==> src/rtl/cdma_pkg.sv <==
package cdma_pkg;

   // control word bit positions (software builds descriptors with these)
   localparam int unsigned CW_OWNER = 31;
   localparam int unsigned CW_ERRSUM = 30;
   localparam int unsigned CW_RINGEND = 5;
   localparam int unsigned CW_LINKED = 4;
   localparam int unsigned CW_OPEN = 3;
   localparam int unsigned CW_CLOSE = 2;
   localparam int unsigned CW_QUIET = 1;

   localparam int unsigned DESC_WORDS = 4;
   localparam int unsigned DESC_STRIDE = DESC_WORDS * 4;

   typedef enum logic [3:0] {
      ST_IDLE,
      ST_SRST,
      ST_FREQ,
      ST_FWAIT,
      ST_CHECK,
      ST_RXGET,
      ST_RXWR,
      ST_TXRD,
      ST_TXWAIT,
      ST_TXPUT,
      ST_WB,
      ST_SUSP
   } cdma_state_e;

endpackage

==> src/rtl/cdma_desc_store.sv <==
module cdma_desc_store
   import cdma_pkg::*;
#(
   parameter int AW = 32,
   parameter int SZW = 13
) (
   input  logic          clk,
   input  logic          rst_n,
   input  logic          ld_en,
   input  logic [1:0]    ld_idx,
   input  logic [31:0]   ld_data,
   input  logic          err_mark,
   output logic          own,
   output logic          linked,
   output logic          open_f,
   output logic          close_f,
   output logic          quiet,
   output logic          ringend,
   output logic [SZW-1:0] size,
   output logic [AW-1:0] buf_addr,
   output logic [AW-1:0] next_addr,
   output logic [31:0]   wb_word
);

   logic [31:0] words_q [DESC_WORDS];
   logic        err_q;

   for (genvar gi = 0; gi < int'(DESC_WORDS); gi++) begin : g_word
      always_ff @(posedge clk or negedge rst_n) begin
         if (!rst_n) words_q[gi] <= '0;
         else if (ld_en && ld_idx == 2'(gi)) words_q[gi] <= ld_data;
      end
   end

   always_ff @(posedge clk or negedge rst_n) begin
      if (!rst_n) err_q <= 1'b0;
      else if (ld_en && ld_idx == 2'd0) err_q <= 1'b0;
      else if (err_mark) err_q <= 1'b1;
   end

   assign own = words_q[0][CW_OWNER];
   assign linked = words_q[0][CW_LINKED];
   assign open_f = words_q[0][CW_OPEN];
   assign close_f = words_q[0][CW_CLOSE];
   assign quiet = words_q[0][CW_QUIET];
   assign ringend = words_q[0][CW_RINGEND];
   assign size = words_q[1][SZW-1:0];
   assign buf_addr = words_q[2][AW-1:0];
   assign next_addr = words_q[3][AW-1:0];

   always_comb begin
      wb_word = words_q[0];
      wb_word[CW_OWNER] = 1'b0;
      wb_word[CW_ERRSUM] = words_q[0][CW_ERRSUM] | err_q;
   end

   logic desc_unused;
   if (AW < 32) begin : g_trunc
      assign desc_unused = ^{words_q[1][31:SZW], words_q[2][31:AW], words_q[3][31:AW]};
   end else begin : g_full
      assign desc_unused = ^words_q[1][31:SZW];
   end

   // a recorded error survives until the next descriptor is loaded
   a_r6_err_sticky: assert property (@(posedge clk) disable iff (!rst_n)
      (err_q && !(ld_en && ld_idx == 2'd0)) |=> err_q);

endmodule

==> src/rtl/cdma_span_cnt.sv <==
module cdma_span_cnt #(
   parameter int AW = 32,
   parameter int SZW = 13
) (
   input  logic           clk,
   input  logic           rst_n,
   input  logic           load,
   input  logic [AW-1:0]  load_addr,
   input  logic [SZW-1:0] load_size,
   input  logic           step,
   output logic [AW-1:0]  cur_addr,
   output logic           rem_zero,
   output logic           final_word,
   output logic           first_word
);

   localparam logic [SZW-1:0] WORD_BYTES = SZW'(4);
   localparam logic [AW-1:0] ADDR_STEP = AW'(4);

   logic [SZW-1:0] rem_q;
   logic [AW-1:0]  addr_q;
   logic           first_q;

   always_ff @(posedge clk or negedge rst_n) begin
      if (!rst_n) begin
         rem_q <= '0;
         addr_q <= '0;
         first_q <= 1'b0;
      end else if (load) begin
         rem_q <= load_size;
         addr_q <= load_addr;
         first_q <= 1'b1;
      end else if (step) begin
         rem_q <= (rem_q > WORD_BYTES) ? rem_q - WORD_BYTES : '0;
         addr_q <= addr_q + ADDR_STEP;
         first_q <= 1'b0;
      end
   end

   assign cur_addr = addr_q;
   assign rem_zero = (rem_q == '0);
   assign final_word = !rem_zero && (rem_q <= WORD_BYTES);
   assign first_word = first_q;

   // a word is never moved past the end of the buffer span
   a_r4_no_step_past_end: assert property (@(posedge clk) disable iff (!rst_n)
      (step && !load) |-> !rem_zero);

endmodule

==> src/rtl/cdma_irq_stat.sv <==
module cdma_irq_stat (
   input  logic clk,
   input  logic rst_n,
   input  logic clr,
   input  logic go_acc,
   input  logic wb_done,
   input  logic close_f,
   input  logic quiet,
   input  logic dir_tx,
   input  logic unavail_set,
   input  logic err_set,
   output logic rx_irq,
   output logic tx_irq,
   output logic desc_unavail,
   output logic bus_err
);

   logic fire;
   assign fire = wb_done && (close_f || !quiet);

   always_ff @(posedge clk or negedge rst_n) begin
      if (!rst_n) begin
         rx_irq <= 1'b0;
         tx_irq <= 1'b0;
         desc_unavail <= 1'b0;
         bus_err <= 1'b0;
      end else if (clr) begin
         rx_irq <= 1'b0;
         tx_irq <= 1'b0;
         desc_unavail <= 1'b0;
         bus_err <= 1'b0;
      end else begin
         rx_irq <= fire && !dir_tx;
         tx_irq <= fire && dir_tx;
         if (unavail_set) desc_unavail <= 1'b1;
         else if (go_acc) desc_unavail <= 1'b0;
         if (err_set) bus_err <= 1'b1;
         else if (go_acc) bus_err <= 1'b0;
      end
   end

   // the error flag is only dropped by a go or a soft reset
   a_r13_err_hold: assert property (@(posedge clk) disable iff (!rst_n)
      (bus_err && !clr && !go_acc) |=> bus_err);

endmodule

==> src/rtl/cdma_chain_engine.sv <==
module cdma_chain_engine
   import cdma_pkg::*;
#(
   parameter int AW = 32,
   parameter int SZW = 13,
   parameter int RST_CYCLES = 8
) (
   input  logic          clk,
   input  logic          rst_n,
   input  logic [AW-1:0] cfg_base,
   input  logic          go,
   input  logic          dir_tx,
   input  logic          soft_rst,
   output logic          mem_req,
   output logic          mem_we,
   output logic [AW-1:0] mem_addr,
   output logic [31:0]   mem_wdata,
   input  logic          mem_gnt,
   input  logic          mem_rvalid,
   input  logic [31:0]   mem_rdata,
   input  logic          mem_err,
   input  logic          rx_valid,
   input  logic [31:0]   rx_data,
   output logic          rx_ready,
   output logic          tx_valid,
   output logic [31:0]   tx_data,
   output logic          tx_first,
   output logic          tx_last,
   input  logic          tx_ready,
   output logic          busy,
   output logic          rst_busy,
   output logic          rx_irq,
   output logic          tx_irq,
   output logic          desc_unavail,
   output logic          bus_err
);

   localparam int RCW = $clog2(RST_CYCLES + 1);
   localparam logic [RCW-1:0] RST_LOAD = RCW'(RST_CYCLES - 1);
   localparam logic [AW-1:0] STRIDE = AW'(DESC_STRIDE);

   if (AW < 8 || AW > 32) begin : g_bad_aw
      $error("cdma_chain_engine: AW must lie in 8..32");
   end
   if (SZW < 3 || SZW > 16) begin : g_bad_szw
      $error("cdma_chain_engine: SZW must lie in 3..16");
   end
   if (RST_CYCLES < 1) begin : g_bad_rst
      $error("cdma_chain_engine: RST_CYCLES must be at least 1");
   end

   cdma_state_e    st_q, st_d;
   logic [1:0]     widx_q, widx_d;
   logic [AW-1:0]  cur_q, cur_d;
   logic [31:0]    dat_q, dat_d;
   logic           dir_q, dir_d;
   logic [RCW-1:0] cnt_q, cnt_d;

   logic           ld_en, span_load, span_step, err_mark, wb_done;
   logic           unavail_set, err_set, go_acc;
   logic           d_own, d_linked, d_open, d_close, d_quiet, d_ringend;
   logic [SZW-1:0] d_size;
   logic [AW-1:0]  d_buf, d_next;
   logic [31:0]    d_wb;
   logic [AW-1:0]  sp_addr;
   logic           sp_zero, sp_final, sp_first;

   cdma_desc_store #(.AW(AW), .SZW(SZW)) desc_i (
      .clk(clk), .rst_n(rst_n), .ld_en(ld_en), .ld_idx(widx_q),
      .ld_data(mem_rdata), .err_mark(err_mark), .own(d_own),
      .linked(d_linked), .open_f(d_open), .close_f(d_close),
      .quiet(d_quiet), .ringend(d_ringend), .size(d_size),
      .buf_addr(d_buf), .next_addr(d_next), .wb_word(d_wb)
   );

   cdma_span_cnt #(.AW(AW), .SZW(SZW)) span_i (
      .clk(clk), .rst_n(rst_n), .load(span_load), .load_addr(d_buf),
      .load_size(d_size), .step(span_step), .cur_addr(sp_addr),
      .rem_zero(sp_zero), .final_word(sp_final), .first_word(sp_first)
   );

   cdma_irq_stat irq_i (
      .clk(clk), .rst_n(rst_n), .clr(soft_rst), .go_acc(go_acc),
      .wb_done(wb_done), .close_f(d_close), .quiet(d_quiet),
      .dir_tx(dir_q), .unavail_set(unavail_set), .err_set(err_set),
      .rx_irq(rx_irq), .tx_irq(tx_irq), .desc_unavail(desc_unavail),
      .bus_err(bus_err)
   );

   assign go_acc = go && !soft_rst && (st_q == ST_IDLE || st_q == ST_SUSP);

   always_comb begin
      st_d = st_q;
      widx_d = widx_q;
      cur_d = cur_q;
      dat_d = dat_q;
      dir_d = dir_q;
      cnt_d = cnt_q;
      mem_req = 1'b0;
      mem_we = 1'b0;
      mem_addr = '0;
      mem_wdata = '0;
      rx_ready = 1'b0;
      tx_valid = 1'b0;
      tx_first = 1'b0;
      tx_last = 1'b0;
      ld_en = 1'b0;
      span_load = 1'b0;
      span_step = 1'b0;
      err_mark = 1'b0;
      wb_done = 1'b0;
      unavail_set = 1'b0;
      err_set = 1'b0;
      unique case (st_q)
         ST_IDLE: begin
            if (go) begin
               cur_d = cfg_base;
               dir_d = dir_tx;
               widx_d = 2'd0;
               st_d = ST_FREQ;
            end
         end
         ST_SRST: begin
            if (cnt_q == '0) st_d = ST_IDLE;
            else cnt_d = cnt_q - 1'b1;
         end
         ST_FREQ: begin
            mem_req = 1'b1;
            mem_addr = cur_q + AW'({widx_q, 2'b00});
            if (mem_gnt) st_d = ST_FWAIT;
         end
         ST_FWAIT: begin
            if (mem_rvalid) begin
               ld_en = 1'b1;
               err_set = mem_err;
               if (widx_q == 2'd3) begin
                  st_d = ST_CHECK;
               end else begin
                  widx_d = widx_q + 1'b1;
                  st_d = ST_FREQ;
               end
            end
         end
         ST_CHECK: begin
            if (!d_own) begin
               unavail_set = 1'b1;
               st_d = ST_SUSP;
            end else begin
               span_load = 1'b1;
               if (d_size == '0) st_d = ST_WB;
               else if (dir_q) st_d = ST_TXRD;
               else st_d = ST_RXGET;
            end
         end
         ST_RXGET: begin
            rx_ready = 1'b1;
            if (rx_valid) begin
               dat_d = rx_data;
               st_d = ST_RXWR;
            end
         end
         ST_RXWR: begin
            mem_req = 1'b1;
            mem_we = 1'b1;
            mem_addr = sp_addr;
            mem_wdata = dat_q;
            if (mem_gnt) begin
               span_step = 1'b1;
               err_mark = mem_err;
               err_set = mem_err;
               st_d = sp_final ? ST_WB : ST_RXGET;
            end
         end
         ST_TXRD: begin
            mem_req = 1'b1;
            mem_addr = sp_addr;
            if (mem_gnt) st_d = ST_TXWAIT;
         end
         ST_TXWAIT: begin
            if (mem_rvalid) begin
               dat_d = mem_rdata;
               err_mark = mem_err;
               err_set = mem_err;
               st_d = ST_TXPUT;
            end
         end
         ST_TXPUT: begin
            tx_valid = 1'b1;
            tx_first = d_open && sp_first;
            tx_last = d_close && sp_final;
            if (tx_ready) begin
               span_step = 1'b1;
               st_d = sp_final ? ST_WB : ST_TXRD;
            end
         end
         ST_WB: begin
            mem_req = 1'b1;
            mem_we = 1'b1;
            mem_addr = cur_q;
            mem_wdata = d_wb;
            if (mem_gnt) begin
               wb_done = 1'b1;
               err_set = mem_err;
               if (d_close) begin
                  st_d = ST_IDLE;
               end else begin
                  if (d_linked) cur_d = d_next;
                  else if (d_ringend) cur_d = cfg_base;
                  else cur_d = cur_q + STRIDE;
                  widx_d = 2'd0;
                  st_d = ST_FREQ;
               end
            end
         end
         ST_SUSP: begin
            if (go) begin
               widx_d = 2'd0;
               st_d = ST_FREQ;
            end
         end
         default: st_d = ST_IDLE;
      endcase
      if (soft_rst) begin
         st_d = ST_SRST;
         cnt_d = RST_LOAD;
      end
   end

   always_ff @(posedge clk or negedge rst_n) begin
      if (!rst_n) begin
         st_q <= ST_IDLE;
         widx_q <= '0;
         cur_q <= '0;
         dat_q <= '0;
         dir_q <= 1'b0;
         cnt_q <= '0;
      end else begin
         st_q <= st_d;
         widx_q <= widx_d;
         cur_q <= cur_d;
         dat_q <= dat_d;
         dir_q <= dir_d;
         cnt_q <= cnt_d;
      end
   end

   assign tx_data = dat_q;
   assign busy = (st_q != ST_IDLE) && (st_q != ST_SRST);
   assign rst_busy = (st_q == ST_SRST);

   // a pending memory request is held unchanged until granted
   a_r12_req_hold: assert property (@(posedge clk) disable iff (!rst_n || soft_rst)
      (mem_req && !mem_gnt) |=> (mem_req && $stable(mem_addr) && $stable(mem_we)
                                 && $stable(mem_wdata)));

   // an offered outgoing word stays until accepted
   a_r12_tx_hold: assert property (@(posedge clk) disable iff (!rst_n || soft_rst)
      (tx_valid && !tx_ready) |=> (tx_valid && $stable(tx_data)
                                   && $stable(tx_first) && $stable(tx_last)));

   // the written-back control word never hands ownership back to the engine
   a_r6_wb_releases: assert property (@(posedge clk) disable iff (!rst_n)
      (st_q == ST_WB && mem_req) |-> (mem_we && !mem_wdata[CW_OWNER]));

   // an unowned descriptor parks the engine with the status raised
   a_r3_park: assert property (@(posedge clk) disable iff (!rst_n || soft_rst)
      (st_q == ST_CHECK && !d_own) |=> (st_q == ST_SUSP && desc_unavail));

   // a completion pulse only follows a granted write-back
   a_r9_irq_cause: assert property (@(posedge clk) disable iff (!rst_n)
      (rx_irq || tx_irq) |-> $past(st_q == ST_WB && mem_gnt && !soft_rst));

   // no memory traffic while the soft reset runs
   a_r11_quiet: assert property (@(posedge clk) disable iff (!rst_n)
      rst_busy |-> (!mem_req && !rx_ready && !tx_valid));

endmodule

==> config.mk <==
export PLATFORM = sky130hd
export DESIGN_NAME = cdma_chain_engine
export DESIGN_NICKNAME = d
export VERILOG_FILES = /design/src/rtl/cdma_pkg.sv /design/src/rtl/cdma_desc_store.sv /design/src/rtl/cdma_span_cnt.sv /design/src/rtl/cdma_irq_stat.sv /design/src/rtl/cdma_chain_engine.sv
export SDC_FILE = /design/constraint.sdc
export NUM_CORES = 1
export LEC_CHECK = 0
export BUFFER_PORTS_ARGS = -buffer_cell sky130_fd_sc_hd__buf_2
export CAP_MARGIN = 15
export CELL_PAD_IN_SITES_DETAIL_PLACEMENT = 1
export CELL_PAD_IN_SITES_GLOBAL_PLACEMENT = 2
export CORE_AREA = 2 2 188 190
export CTS_CLUSTER_SIZE = 24
export DETAILED_ROUTE_END_ITERATION = 12
export DIE_AREA = 0 0 190 192
export PLACE_DENSITY_LB_ADDON = 0.1
export SLEW_MARGIN = 0
export SYNTH_ARGS = -nofsm -noshare
export SYNTH_HDL_FRONTEND = slang
export SYNTH_SLANG_ARGS = --single-unit
==> constraint.sdc <==
create_clock -name clk -period 4.4 [get_ports clk]
set_input_delay 0.22 -clock clk [delete_from_list [all_inputs] [get_ports clk]]
set_output_delay 0.22 -clock clk [all_outputs]
set_load 0.02 [all_outputs]
==> results.sh <==
export IMPL_cp_data_required_time_ns=4.18
export IMPL_dieArea_sq_um=36500
export IMPL_synth_flop_cell="dfrtp_1"
export IMPL_period_needed_ns=3.65
export IMPL_cts_root_buf="clkbuf_16"
export IMPL_avgRoutedWirePerCell_um=24.6
export IMPL_ir_drop_mv=0.327
export IMPL_maxSlewHeadroom=0.328
export IMPL_core_sq_um=34300
export IMPL_skew_ns=0.0209
export IMPL_die_y_um=192
export IMPL_tightest_slew_ns=1.01
export IMPL_cts_resized=0
export IMPL_switching_power_mw=2.67
export IMPL_grt_start_max_net_pins=84
export IMPL_yosys_top_cells_count="235 x dfrtp_1, 133 x nand2_1, 115 x nor2_1"
export IMPL_grt_overflow_total=0
export IMPL_crit_type="reg -> out"
export IMPL_drv_cap=0
export IMPL_grt_most_used_layer="met2"
export IMPL_final_hold_viol_count=0
export IMPL_vias=12122
export IMPL_comb_power_share=0.238
export IMPL_power_internal_mw=4.94
export IMPL_power_density_nw_per_um2=465
export IMPL_synth_distinct_cells=85
export IMPL_cp_end_kind="primary output"
export IMPL_setup_viol_count_final=0
export IMPL_htreeDepth=1
export IMPL_hold_slack_ns=0.0189
export IMPL_synth_edf_count=0
export IMPL_syn_area_per_cell_sq_um=9.77
export IMPL_die_x_um=190
export IMPL_ios=214
export IMPL_syn_nets=1477
export IMPL_cts_tree="done"
export IMPL_r2r_cells=6
export IMPL_vias_per_cell=5.85
export IMPL_ant_nets=0
export IMPL_clk_latency_ns=0.57
export IMPL_p_leak_nw=7.48
export IMPL_initial_utilization=0.387
export IMPL_met2_usage=0.439
export IMPL_ys_seq_elements=235
export IMPL_drt_pass1_iterations=5
export IMPL_port_buffers=213
export IMPL_cp_start_kind="flip-flop"
export IMPL_antenna_found_initial=4
export IMPL_seq_area_frac_synth=0.443
export IMPL_layout_drive_gt1_share=0.261
export IMPL_p_seq_frac=0.432
export IMPL_r2r_start="st_q[1]"
export IMPL_use_met3=0.0442
export IMPL_synthArstFlopShare=1.00
export IMPL_final_net_count=1712
export IMPL_drt_first_iter_violations=714
export IMPL_holdPathEnd="cur_q[16]"
export IMPL_dpl_hpwl_um=36900
export IMPL_grt_pass1_vias=12333
export IMPL_numCtsBuffers=29
export IMPL_power_share_switching=0.351
export IMPL_syn_area_sq_um=13300
export IMPL_synth_top_cells_by_area="dfrtp_1 44%, mux2_2 9.4%, nand2_1 3.8%, nor2_1 3.3%, a21oi_1 3.0%"
export IMPL_synth_cells=1358
export IMPL_cp_arrival_ns=3.43
export IMPL_drc=0
export IMPL_yosys_warnings=0
export IMPL_cts_sinks=235
export IMPL_post_route_period_util=0.830
export IMPL_hold_path_cell_count=4
export IMPL_status="finished, final reports clean"
export IMPL_drt_wl_total_um=51000
export IMPL_path_max_fanout=26
export IMPL_clockBufferDepth=3
export IMPL_yosysTopAreaCell="dfrtp_1"
export IMPL_area_growth_pct=23.2
export IMPL_use_met1=0.389
export IMPL_grt_setup_unrepaired="no"
export IMPL_yosysMostFrequentCell="dfrtp_1"
export IMPL_hold_class="in -> reg"
export IMPL_power_clock_fraction=0.330
export IMPL_r2r_slack_ns=1.23
export IMPL_clk_pin_slew_worst_paths_ns=0.06
export IMPL_grt_first_pass_wirelength_um=77500
export IMPL_rows=68
export IMPL_clock_fmax_mhz=274
export IMPL_hold_start="cfg_base[16]"
export IMPL_timing_rr_end="span_i.cur_addr[22]"
export IMPL_yosys_area_top_type_share=0.443
export IMPL_grt_usage=0.279
export IMPL_place_gp_congestion=0.874
export IMPL_drv_slew=0
export IMPL_tns_ns=0
## cell type report
type / count / area [sq um]
multi-input combinational: 999 / 6860
timing repair buffer: 304 / 1940
fill: 3857 / 17900
clock inverter: 15 / 170
sequential: 235 / 5880
tap: 455 / 569
antenna: 2 / 5.00
clock buffer: 39 / 833
inverter: 24 / 90.1
## worst max-delay path by stage
stage / from / to / slack [ns]
global placement: st_q[1] / span_i.cur_addr[28] / 1.44
global route: cur_q[4] / mem_addr[26] / 0.55
CTS: st_q[2] / mem_addr[26] / 0.80
finish: st_q[2] / mem_addr[26] / 0.75
floorplan: cur_q[4] / mem_addr[26] / 1.65
detailed placement: st_q[1] / span_i.cur_addr[22] / 1.33
## metal layers
layer,vias to the layer above,part of all wire
met5,-,0.00035
met4,4,0.039
met3,82,0.055
met2,374,0.45
met1,6191,0.46
li1,5471,-
## sequential cells by signal (all words and copies together), names as in the netlist, 2 cells and up
name and count:
span_i.cur_addr 32, desc_i.next_addr 32, desc_i.wb_word 25, desc_i.size 13
st_q 4, tx_data 32, cnt_q 4, span_i.rem_q 13
cur_q 32, widx_q 2, desc_i.buf_addr 32
## worst max-delay path, stage by stage (launching register included)
cell and delay (ns):
dfrtp_1 0.92, nand2b_1 0.34, nor2_2 0.84, nand2_1 0.22
o311ai_0 0.24, buf_2 0.28
## cells in the final DEF (no fill, tap or decap), types with 13 or more instances in the layout
cell type,synthesis,routed
nor4_1,18,18
dlygate4sd3_1,0,67
nor3_1,15,14
dfrtp_1,235,235
nand4_1,32,32
xor2_1,22,22
a31oi_1,32,32
mux2i_1,37,37
nor2_1,115,114
mux2_2,111,111
nand2_1,133,133
nand3_1,39,38
buf_4,4,23
o211ai_1,13,13
inv_1,23,23
xnor2_1,32,32
buf_2,40,212
o21ai_0,73,73
or4_1,13,13
a21oi_1,79,79
clkbuf_16,0,29
a22o_1,34,34
## power groups by stage
stage          Combinational [mW]  Clock, mW  Sequential (mW)
6_report                     1.81       2.51             3.29
5_1_grt                      1.99       2.63             3.36
4_1_cts                      1.81       2.55             3.28
3_5_place_dp                 1.75          0             3.31
3_3_place_gp                 1.71          0             3.28
2_1_floorplan                1.25          0             3.04
## stage by stage
step	std cells	utilization	area (sq um)	power, mW	setup slack [ns]
floorplan	1358	-	13300	4.28	1.65
global placement	1950	0.428	14700	5.00	1.44
detailed placement	1950	0.428	14700	5.06	1.33
CTS	2071	0.477	16300	7.64	0.800
global route	2071	0.477	16300	7.98	0.550
finish	2073	0.477	16400	7.60	0.749
## logic make-up (layout without fill, tap and decap cells)
| family | Yosys count | count (layout) | share of synthesized area |
|---|---|---|---|
| buffers and inverters | 124 | 382 | 0.0413 |
| and+or+nand+nor | 457 | 457 | 0.181 |
| adders and majority gates | 13 | 13 | 0.0128 |
| DFF | 235 | 235 | 0.443 |
| muxes | 148 | 148 | 0.122 |
| AOI/OAI and AO/OA | 327 | 327 | 0.164 |
| other | 0 | 2 | 0 |
| xor gates and xnor gates | 54 | 54 | 0.0356 |
## repair_timing
action | CTS | global route
endpoints found under the hold margin | 185 | 0
hold buffers | 67 | 0
buffers inserted | 0 | 0
Power figures use the tool's default switching activity.
